<file path="config.mk">
export PLATFORM = sky130hd
export DESIGN_NAME = lcd_com_gen
export DESIGN_NICKNAME = d
export VERILOG_FILES = /design/src/rtl/lcd_com_pkg.sv /design/src/rtl/lcd_com_divider.sv /design/src/rtl/lcd_com_source.sv /design/src/rtl/lcd_com_drive.sv /design/src/rtl/lcd_com_gen.sv
export SDC_FILE = /design/constraint.sdc
export NUM_CORES = 1
export LEC_CHECK = 0
export BUFFER_PORTS_ARGS = -buffer_cell sky130_fd_sc_hd__buf_2
export CORE_AREA = 3 3 40 42
export CTS_BUF_LIST = sky130_fd_sc_hd__clkbuf_4 sky130_fd_sc_hd__clkbuf_8
export CTS_CLUSTER_DIAMETER = 120
export CTS_CLUSTER_SIZE = 8
export DETAILED_ROUTE_END_ITERATION = 8
export DIE_AREA = 0 0 43 45
export PLACE_DENSITY_LB_ADDON = 0.12
export SLEW_MARGIN = 15
export SYNTH_ARGS = -nofsm -noshare
export SYNTH_HDL_FRONTEND = slang
export SYNTH_SLANG_ARGS = --single-unit
</file>
<file path="constraint.sdc">
create_clock -name clk -period 1.57 [get_ports clk]
set_input_delay 0.3925 -clock clk [delete_from_list [all_inputs] [get_ports clk]]
set_output_delay 0.3925 -clock clk [all_outputs]
set_load 0.01 [all_outputs]
</file>
<file path="src/rtl/lcd_com_pkg.sv">
package lcd_com_pkg;
  typedef enum logic [1:0] {
    DRV_GND  = 2'b00,
    DRV_MID  = 2'b01,
    DRV_HIGH = 2'b10
  } drv_e;

  function automatic drv_e phase_drive(input logic ph);
    return ph ? DRV_HIGH : DRV_GND;
  endfunction
endpackage

</file>
<file path="src/rtl/lcd_com_divider.sv">
module lcd_com_divider #(
  parameter int STATIC_LOG2 = 7,
  parameter int DUTY_LOG2   = 6
) (
  input  logic clk,
  input  logic rst,
  input  logic tick,
  input  logic dyn_mode,
  output logic phase,
  output logic bank
);
  localparam int CW = STATIC_LOG2;
  localparam logic [CW-1:0] ONE = CW'(1);

  logic [CW-1:0] cnt;

  always_ff @(posedge clk) begin
    if (rst)       cnt <= '0;
    else if (tick) cnt <= cnt + ONE;
  end

  always_comb begin
    phase = dyn_mode ? cnt[DUTY_LOG2-1] : cnt[CW-1];
    bank  = dyn_mode & cnt[DUTY_LOG2];
  end

  AST_CNT_HOLD: assert property (@(posedge clk) disable iff (rst)
    !tick |=> $stable(cnt));
endmodule

</file>
<file path="src/rtl/lcd_com_source.sv">
module lcd_com_source (
  input  logic is_master,
  input  logic dyn_mode,
  input  logic osc_sel,
  input  logic tick_int,
  input  logic tick_ext,
  input  logic slave_phase_in,
  input  logic sync_in,
  input  logic div_phase,
  input  logic div_bank,
  output logic tick,
  output logic phase,
  output logic bank
);
  always_comb begin
    tick = is_master & (osc_sel ? tick_int : tick_ext);
    if (is_master) begin
      phase = div_phase;
      bank  = div_bank;
    end else begin
      phase = slave_phase_in;
      bank  = dyn_mode & ~sync_in;
    end
  end
endmodule

</file>
<file path="src/rtl/lcd_com_drive.sv">
module lcd_com_drive
  import lcd_com_pkg::*;
(
  input  logic       clk,
  input  logic       rst,
  input  logic       is_master,
  input  logic       dyn_mode,
  input  logic       phase,
  input  logic       bank,
  output logic       com_out,
  output logic       bank_sel,
  output logic       sync_out,
  output logic       sync_oe,
  output logic [1:0] com_a_code,
  output logic [1:0] com_b_code
);
  localparam int NCOM = 2;

  logic [1:0] code_q [NCOM];

  always_ff @(posedge clk) begin
    if (rst) begin
      com_out  <= 1'b0;
      bank_sel <= 1'b0;
      sync_out <= 1'b0;
      sync_oe  <= 1'b0;
    end else begin
      com_out  <= phase;
      bank_sel <= bank;
      sync_oe  <= is_master & dyn_mode;
      sync_out <= is_master & dyn_mode & ~bank;
    end
  end

  for (genvar i = 0; i < NCOM; i++) begin : g_com
    logic selected;
    assign selected = (i == 0) ? ~bank : bank;
    always_ff @(posedge clk) begin
      if (rst)                       code_q[i] <= DRV_GND;
      else if (!dyn_mode || selected) code_q[i] <= phase_drive(phase);
      else                           code_q[i] <= DRV_MID;
    end
  end

  assign com_a_code = code_q[0];
  assign com_b_code = code_q[1];

  AST_CODE_LEGAL: assert property (@(posedge clk) disable iff (rst)
    (com_a_code != 2'b11) && (com_b_code != 2'b11));
  AST_ONE_MID: assert property (@(posedge clk) disable iff (rst)
    dyn_mode |=> ((com_a_code == DRV_MID) != (com_b_code == DRV_MID)));
  AST_STATIC_SAME: assert property (@(posedge clk) disable iff (rst)
    !dyn_mode |=> (com_a_code == com_b_code) && !sync_out && !sync_oe && !bank_sel);
  AST_SEL_PHASE: assert property (@(posedge clk) disable iff (rst)
    dyn_mode |=> ((bank_sel ? com_b_code : com_a_code) == (com_out ? 2'b10 : 2'b00)));
endmodule

</file>
<file path="src/rtl/lcd_com_gen.sv">
module lcd_com_gen #(
  parameter int STATIC_LOG2 = 7,
  parameter int DUTY_LOG2   = 6
) (
  input  logic       clk,
  input  logic       rst,
  input  logic       is_master,
  input  logic       dyn_mode,
  input  logic       osc_sel,
  input  logic       tick_int,
  input  logic       tick_ext,
  input  logic       slave_phase_in,
  input  logic       sync_in,
  output logic       sync_out,
  output logic       sync_oe,
  output logic       com_out,
  output logic [1:0] com_a_code,
  output logic [1:0] com_b_code,
  output logic       bank_sel
);
  logic tick, div_phase, div_bank, phase, bank;

  lcd_com_divider #(.STATIC_LOG2(STATIC_LOG2), .DUTY_LOG2(DUTY_LOG2)) u_div (
    .clk(clk), .rst(rst), .tick(tick), .dyn_mode(dyn_mode),
    .phase(div_phase), .bank(div_bank));

  lcd_com_source u_src (
    .is_master(is_master), .dyn_mode(dyn_mode), .osc_sel(osc_sel),
    .tick_int(tick_int), .tick_ext(tick_ext), .slave_phase_in(slave_phase_in),
    .sync_in(sync_in), .div_phase(div_phase), .div_bank(div_bank),
    .tick(tick), .phase(phase), .bank(bank));

  lcd_com_drive u_drv (
    .clk(clk), .rst(rst), .is_master(is_master), .dyn_mode(dyn_mode),
    .phase(phase), .bank(bank), .com_out(com_out), .bank_sel(bank_sel),
    .sync_out(sync_out), .sync_oe(sync_oe),
    .com_a_code(com_a_code), .com_b_code(com_b_code));

  AST_SLAVE_FOLLOW: assert property (@(posedge clk) disable iff (rst)
    !is_master |=> (com_out == $past(slave_phase_in)));
  AST_SLAVE_SYNC: assert property (@(posedge clk) disable iff (rst)
    (!is_master && dyn_mode) |=> (bank_sel == !$past(sync_in)) && !sync_oe);
  AST_MASTER_SYNC: assert property (@(posedge clk) disable iff (rst)
    (is_master && dyn_mode) |=> sync_oe && (sync_out == !bank_sel));
endmodule

</file>
==> flow_summary.toml, run 1 <==
[status]
status = "completed"

[placement]
io_buffer_count = 16
place_congestion = 0.776
hpwlAfterDp_um = 912
dp_cells = 96
post-place-ws_ns = 0.0499

[floorplan]
dieArea_sq_um = 1940
fp.dieH_um = 45
core_sq_um = 1280
rows = 13
initial_core_util_pct = 49.2
ios = 17
dieWidth_um = 43

[timing]
rsz0062_at_grt = "false"
timing.final.crit_share_pct = 86.6
fin_crit_ns = 1.36
drv_slew = 0
finalSetupTns_ns = 0
hold_violations = 0
worst_slack_ns = 0.210
finalClockSkew_ns = 0.00933
fmax_mhz = 735
setup_viol = 0

[setup_path]
end_kind = "register"
max_stage_delay_ns = 0.47
cp-start-kind = "register"
crit_slowest_cell = "or4_1"
critical_path_class = "register to register"
cp.arrival_ns = 1.59
worstPathCellList = "ha_1 > nand2_2 > or4_1 > a21oi_1"
worst_ep_required_time_ns = 1.80
cp_max_fo = 6

[yosys]
synth_seq_area_share_pct = 53.9
synth_ff_type = "dfxtp_1"
ys_ff_latch = 15
async_reset_ff_share_pct = 0
synth_edf_count = 4
synthCells = 63
synth.avg_cell_area_sq_um = 10.0
yosysWarnings = 0
synth_cell_types = 27
syn_area_sq_um = 632

[final_layout]
antennaDiodeCount = 0
fin_cells = 100
mostFrequentLayoutCells = "16 x buf_2, 11 x dfxtp_1, 6 x nor2_1, 6 x a21oi_1"
area_delta_synth_final_pct = 21.8
multi_input_area_sq_um = 287
drive_gt1_share_pct = 29.4
fin_nets = 96
seq_area_sq_um = 340
n_fill_cell = 131
final_common_cell = "buf_2"

[global_route]
antenna_found_initial = 0
grt_pass1_wl_mm = 1.89
overflow = 0
track_usage_pct = 13.4
grt_max_degree = 11
grt_pass1_vias = 442

[route]
drt-initial-drc-count = 10
vias = 533
highest_layer = "met4"
met3WireLength_um = 65
drt-wirelength-per-cell_um = 12.1
wl_met1_um = 502
drt-pass1-iter-count = 4
ant_nets = 0
viasPerCell = 5.33
wl_met2_um = 616
routed_wl_mm = 1.21
drc = 0

[power_and_ir_drop]
p_per_area_nw_per_um2 = 930
p_leak_uw = 0.000318
vdd_ir_drop_max_mv = 0.461

[clocking]
postCtsSetupBuffers = 0
cts_sinks = 15
cts.repair.resized = 0
htree_levels = 1
cts-root-buf = "clkbuf_4"
clock_latency_ns = 0.29
cts_made_buffers = 3
clockBufferDepth = 2
postCtsHoldBufs = 0
cts_tree = "done"
path_clk_slew_ns = 0.10

[flow_run]
cap_violations = 0

[min_path]
hp-class = "input pin to register"
## critical path, delay by kind of cell (launching register included)
family | cells | cell delay, ns
and+or+nand+nor | 2 | 0.56
DFF | 1 | 0.41
adders and majority gates | 1 | 0.19
AOI/OAI and AO/OA | 1 | 0.15
## Yosys cell counts (2+ instances only)
cell type | count | share of area [%]
dfxtp_1 | 11 | 35
a21oi_1 | 6 | 4.8
nor2_1 | 6 | 3.6
edfxtp_1 | 4 | 19
o21ai_0 | 4 | 3.2
mux2i_1 | 3 | 4.8
or3_1 | 3 | 3.0
a21boi_0 | 2 | 2.4
mux2_2 | 2 | 3.6
nand2_1 | 2 | 1.2
nand4_1 | 2 | 2.0
o31ai_1 | 2 | 2.4
or4_1 | 2 | 2.4
## sequential cells by signal (all words and copies together) (netlist names)
name / flops
u_div.cnt: 7
u_drv.bank_sel: 1
u_drv.sync_oe: 1
u_drv.com_out: 1
u_drv.code_q: 4
u_drv.sync_out: 1
## logic make-up (layout without fill, tap and decap cells)
logic type / count (synthesis) / after routing / synth area share [%]
AO/OA/AOI/OAI: 15 / 15 / 13.9
adder cells (fa/ha/maj): 1 / 1 / 1.98
AND/OR/NAND/NOR: 22 / 22 / 18.8
other: 1 / 4 / 0.593
flip-flops: 15 / 15 / 53.9
buffers and inverters: 4 / 23 / 2.57
multiplexers: 5 / 5 / 8.32
## metal layers
metal | vias to the layer above | global-route usage (%)
met5 | - | 0
met4 | 0 | 9.04
met3 | 4 | 2.39
met2 | 13 | 23.7
met1 | 246 | 14.7
li1 | 270 | -
## area by class of cell
type,count,share of cell area (%)
Sequential cell,15,44.2
Multi-Input combinational cell,47,37.2
Timing Repair Buffer,17,11.4
Clock buffer,3,2.93
Tap cell,15,2.44
Inverter,2,0.976
Clock inverter,1,0.813
## worst paths after layout
kind / slack [ns] / cells after the start / to / from
max: 0.21 / 4 / u_div.cnt[6] / u_div.cnt[0]
min: 0.38 / 2 / u_div.cnt[2] / rst
max reg2reg: 0.21 / 4 / u_div.cnt[6] / u_div.cnt[0]
min reg2reg: 0.51 / 2 / u_div.cnt[4] / u_div.cnt[4]
## stage by stage
| step | total power [uW] | hold WS [ns] | area (sq um) | util [%] |
|---|---|---|---|---|
| 6_report | 716 | 0.384 | 769 | 59.9 |
| 5_1_grt | 739 | 0.390 | 769 | 59.9 |
| 4_1_cts | 725 | 0.376 | 769 | 59.9 |
| 3_5_place_dp | 490 | 0.502 | 741 | 57.6 |
| 3_3_place_gp | 488 | 0.479 | 741 | 57.6 |
| 2_1_floorplan | 460 | 0.460 | 643 | - |
## power by group
group | leakage, uW | internal [uW] | switching (uW)
sequential | 0.000131 | 410 | 5.38
clock | 0.0000183 | 98.3 | 137
combinational | 0.000169 | 27.9 | 38.1
total | 0.000318 | 536 | 180
Note: power is estimated with default switching activity, not from simulation.
==> run 2: changes to the inputs <==
--- a/config.mk
+++ b/config.mk
@@ -12,7 +12,7 @@
 export CTS_CLUSTER_SIZE = 8
 export DETAILED_ROUTE_END_ITERATION = 8
 export DIE_AREA = 0 0 43 45
-export PLACE_DENSITY_LB_ADDON = 0.12
+export PLACE_DENSITY = 0.73
 export SLEW_MARGIN = 15
 export SYNTH_ARGS = -nofsm -noshare
 export SYNTH_HDL_FRONTEND = slang
==> run 2 against run 1 <==
Net effect:
- sequential share of layout area decreased by 0.36 points
- critical endpoint unchanged
- sequential power about the same
- wire length decreased by 8.7%
==> flow_summary.toml, run 2 (synthesized netlist as in run 1, its figures left out) <==
[min_path]
hp-class = "input pin to register"
hold_path_depth = 2
min-delay-start = "rst"
min_to = "u_div.cnt[3]"

[route]
viasPerCell = 5.22
drt-pass1-iter-count = 4
wl_met1_um = 466
drc = 0
drt-wirelength-per-cell_um = 10.9
wl_met2_um = 530
drt-initial-drc-count = 4
routed_wl_mm = 1.10
ant_nets = 0
vias = 527
highest_layer = "met4"
met3WireLength_um = 75

[final_layout]
seq_area_sq_um = 340
largest_reg_flops = 7
drive_gt1_share_pct = 30.2
area_delta_synth_final_pct = 22.8
mostFrequentLayoutCells = "16 x buf_2, 11 x dfxtp_1, 6 x nor2_1, 6 x a21oi_1"
fin_nets = 97
fin_cells = 101
top_register = "u_div.cnt"
final_common_cell = "buf_2"
antennaDiodeCount = 0
reg.largest.list = "u_div.cnt x7, u_drv.code_q x4"
multi_input_area_sq_um = 287
n_fill_cell = 112

[power_and_ir_drop]
p_int_uw = 534
vdd_ir_drop_max_mv = 0.607
power_frac_clock_pct = 31.0
switchingPower_uw = 164
combPwrFrac_pct = 9.7
p_per_area_nw_per_um2 = 900
p_leak_uw = 0.000323
swShare_pct = 23.5
p_seq_share_pct = 59.4
p_total_uw = 698

[placement]
io_buffer_count = 16
post-place-ws_ns = 0.102
place_congestion = 0.789
dp_cells = 97

[clocking]
clockBufferDepth = 2
cts-root-buf = "clkbuf_4"
htree_levels = 1
cts_tree = "done"
cts_made_buffers = 3
path_clk_slew_ns = 0.09
cts_sinks = 15
postCtsSetupBuffers = 0
cts.repair.resized = 0
postCtsHoldBufs = 0
clock_latency_ns = 0.28

[timing]
rsz0062_at_grt = "false"
timing.final.crit_share_pct = 88.1
drv_slew = 0
fmax_mhz = 723
holdWs_ns = 0.386
fin_crit_ns = 1.38
worst_slack_ns = 0.186
hold_violations = 0
setup_viol = 0
finalClockSkew_ns = 0.00886
finalSetupTns_ns = 0

[setup_path]
r2r-start = "u_div.cnt[0]"
cp-start-kind = "register"
cp_max_fo = 6
cp.arrival_ns = 1.60
worstPathCellList = "ha_1 > nand2_2 > or4_1 > a21oi_1"
rrSetupSlack_ns = 0.19
critical_path_class = "register to register"
r2r_end = "u_div.cnt[6]"
worst_ep_required_time_ns = 1.79
end_kind = "register"
rr_worst_depth = 4
max_stage_delay_ns = 0.49
crit_slowest_cell = "or4_1"

[floorplan]
initial_core_util_pct = 49.2
fp.dieH_um = 45
ios = 17
dieWidth_um = 43
dieArea_sq_um = 1940
rows = 13
core_sq_um = 1280

[global_route]
grt_pass1_vias = 486
antenna_found_initial = 0
grt_max_degree = 11
track_usage_pct = 13.8
overflow = 0
grt_pass1_wl_mm = 1.94

[status]
status = "completed"

[flow_run]
cap_violations = 0
[run 2: layer usage]
layer	up-vias	track usage, %
met3	4	2.79
met2	17	22.5
met5	-	0
met1	230	15.9
li1	276	-
met4	0	10.8
[run 2: final cells by class]
cell class	count	share of cell area [%]
clock buffers	3	2.90
repair buffers	18	12.3
well taps	15	2.42
flip-flops and latches	15	43.9
inverters	2	0.968
clock inverters	1	0.645
multi-input cells	47	36.9
[run 2: stage by stage]
| step | util [%] | instance area, sq um |
|---|---|---|
| 2_1_floorplan | - | 643 |
| 3_3_place_gp | 58.2 | 748 |
| 3_5_place_dp | 58.2 | 748 |
| 4_1_cts | 60.4 | 776 |
| 5_1_grt | 60.4 | 776 |
| 6_report | 60.4 | 776 |
[run 2: worst max path at each step]
stage                 startpoint      endpoint
CTS                 u_div.cnt[0]  u_div.cnt[6]
floorplan                osc_sel  u_div.cnt[5]
global route        u_div.cnt[0]  u_div.cnt[6]
finish              u_div.cnt[0]  u_div.cnt[6]
detailed placement       osc_sel  u_div.cnt[5]
global placement         osc_sel  u_div.cnt[5]
[run 2: power by group through the flow]
stage | clock network (uW) | logic, uW | registers (uW)
3_3_place_gp | 0 | 67.2 | 423
6_report | 216 | 67.5 | 414
2_1_floorplan | 0 | 30.8 | 429
4_1_cts | 226 | 68.3 | 415
3_5_place_dp | 0 | 67.9 | 424
5_1_grt | 240 | 76.5 | 416
[run 2: worst max-delay path, delay by kind of cell (launching register included)]
| kind | cells | cell delay [ns] |
|---|---|---|
| AO/OA/AOI/OAI | 1 | 0.16 |
| AND/OR/NAND/NOR | 2 | 0.58 |
| flip-flops | 1 | 0.40 |
| adder cells (fa/ha/maj) | 1 | 0.18 |
==> run 3: changes to the inputs <==
--- a/config.mk
+++ b/config.mk
@@ -12,7 +12,7 @@
 export CTS_CLUSTER_SIZE = 8
 export DETAILED_ROUTE_END_ITERATION = 8
 export DIE_AREA = 0 0 43 45
-export PLACE_DENSITY = 0.73
+export PLACE_DENSITY = 0.82
 export SLEW_MARGIN = 15
 export SYNTH_ARGS = -nofsm -noshare
 export SYNTH_HDL_FRONTEND = slang
==> run 3 against run 2 <==
Net effect:
- cell count fell by 0.99%
- sequential power barely moved
- clock power rose by 8%
- critical path depth did not move
- first-iteration DRC count rose by 25%
- non-clock buffer count fell by 1
- fmax rose by 2.4%
- global-route usage fell by 0.34 points
- sequential share of layout area rose by 0.28 points
- via count fell by 1.5%
- worst hold slack improved by 0.0093 ns
- design area fell by 0.65%
- critical path type unchanged
- critical endpoint is now u_div.cnt[4]
- largest power group unchanged
- highest routed layer unchanged
==> flow_summary.toml, run 3 (synthesized netlist as in run 1, its figures left out) <==
[setup_path]
max_stage_delay_ns = 0.48
cp_num_buf_inv = 0
cp.arrival_ns = 1.56
cp-start-kind = "register"
crit_slowest_cell = "or4_1"
startpoint = "u_div.cnt[0]"
worstPathCellList = "ha_1 > nand2_2 > or4_1 > a21oi_1"
critical_path_class = "register to register"
cp_max_fo = 6
r2r-start = "u_div.cnt[0]"
worst_ep_required_time_ns = 1.78
cp_top_family = "simple AND/OR/NAND/NOR gates"
end_kind = "register"

[clocking]
path_clk_slew_ns = 0.09
clock_latency_ns = 0.28
cts.repair.resized = 0
htree_levels = 1
cts-root-buf = "clkbuf_4"
cts_tree = "done"
cts_made_buffers = 3
postCtsHoldBufs = 0
postCtsSetupBuffers = 0
cts_sinks = 15
clockBufferDepth = 2

[placement]
place_congestion = 0.809
post-place-ws_ns = 0.0805
hpwlAfterDp_um = 892
io_buffer_count = 16
post_dp_cell_area_sq_um = 741

[power_and_ir_drop]
combPwrFrac_pct = 9.2
p_seq_share_pct = 58.2
p_int_uw = 553
swShare_pct = 22.4
power_frac_clock_pct = 32.7
p_leak_uw = 0.000319
p_per_area_nw_per_um2 = 925
switchingPower_uw = 160
vdd_ir_drop_max_mv = 0.482

[global_route]
antenna_found_initial = 0
grt_pass1_vias = 496
overflow = 0
track_usage_pct = 13.5
grt_pass1_wl_mm = 1.93
grt_max_degree = 11

[final_layout]
reg.largest.list = "u_div.cnt x7, u_drv.code_q x4"
area_delta_synth_final_pct = 22.0
final_common_cell = "buf_2"
mostFrequentLayoutCells = "16 x buf_2, 11 x dfxtp_1, 6 x nor2_1, 6 x a21oi_1"
drive_gt1_share_pct = 29.4
fin_nets = 96
antennaDiodeCount = 0
design_area_sq_um = 771
top_register = "u_div.cnt"
largest_reg_flops = 7

[min_path]
min-delay-start = "slave_phase_in"
hp-class = "input pin to register"

[floorplan]
dieWidth_um = 43
ios = 17
core_sq_um = 1280
initial_core_util_pct = 49.2
rows = 13
fp.dieH_um = 45
dieArea_sq_um = 1940

[status]
status = "completed"

[route]
ant_nets = 0
vias = 519
drt-wirelength-per-cell_um = 11.7
routed_wl_mm = 1.17
drc = 0
drt-pass1-iter-count = 4
viasPerCell = 5.19
drt-initial-drc-count = 5

[timing]
fmax_mhz = 740
finalClockSkew_ns = 0.00210
timing.final.crit_share_pct = 86.1
finalSetupTns_ns = 0
worst_slack_ns = 0.219
rsz0062_at_grt = "false"
setup_viol = 0
hold_violations = 0
drv_slew = 0
fin_crit_ns = 1.35

[flow_run]
cap_violations = 0
[run 3: area by class of cell]
cell class | instances | area (sq um)
fillers | 117 | 514
flip-flops and latches | 15 | 340
multi-input cells | 47 | 287
repair buffers | 17 | 87.6
clock buffers | 4 | 30.0
well taps | 15 | 18.8
inverters | 2 | 7.51
[run 3: metal layers]
metal	vias up	part of all wire, %	wire length (um)	GRT usage [%]
li1	271	-	-	-
met3	2	5.4	63	3.59
met4	0	0.69	8	7.23
met2	11	53	615	26.0
met5	-	0	0	0
met1	235	41	479	12.9
[run 3: path summary, 6_finish.rpt]
path / endpoint / slack (ns) / cells past startpoint
worst min-delay path: u_drv.com_out / 0.39 / 3
worst max register to register: u_div.cnt[4] / 0.22 / 4
worst min register to register: u_div.cnt[4] / 0.51 / 2
worst max-delay path: u_div.cnt[4] / 0.22 / 4
[run 3: tightest hold or removal path, stage by stage]
cell and delay (ns):
buf_2 0.09, nor2_1 0.07, a211oi_1 0.06
[run 3: power by group through the flow]
| stage | logic [uW] | clock network (uW) | registers, uW |
|---|---|---|---|
| detailed placement | 66.1 | 0 | 424 |
| finish | 65.3 | 233 | 415 |
| CTS | 66.1 | 244 | 415 |
| global route | 74.0 | 260 | 416 |
| floorplan | 30.8 | 0 | 429 |
| global placement | 63.3 | 0 | 423 |
[run 3: metrics by stage]
| step | utilization [%] | power (uW) | cells | hold WS (ns) |
|---|---|---|---|---|
| final | 60.0 | 713 | 100 | 0.395 |
| after global routing | 60.0 | 750 | 100 | 0.407 |
| after CTS | 60.0 | 725 | 100 | 0.390 |
| after detailed placement | 57.6 | 490 | 96 | 0.495 |
| after global placement | 57.6 | 486 | 96 | 0.487 |
| after floorplan | - | 460 | 66 | 0.460 |
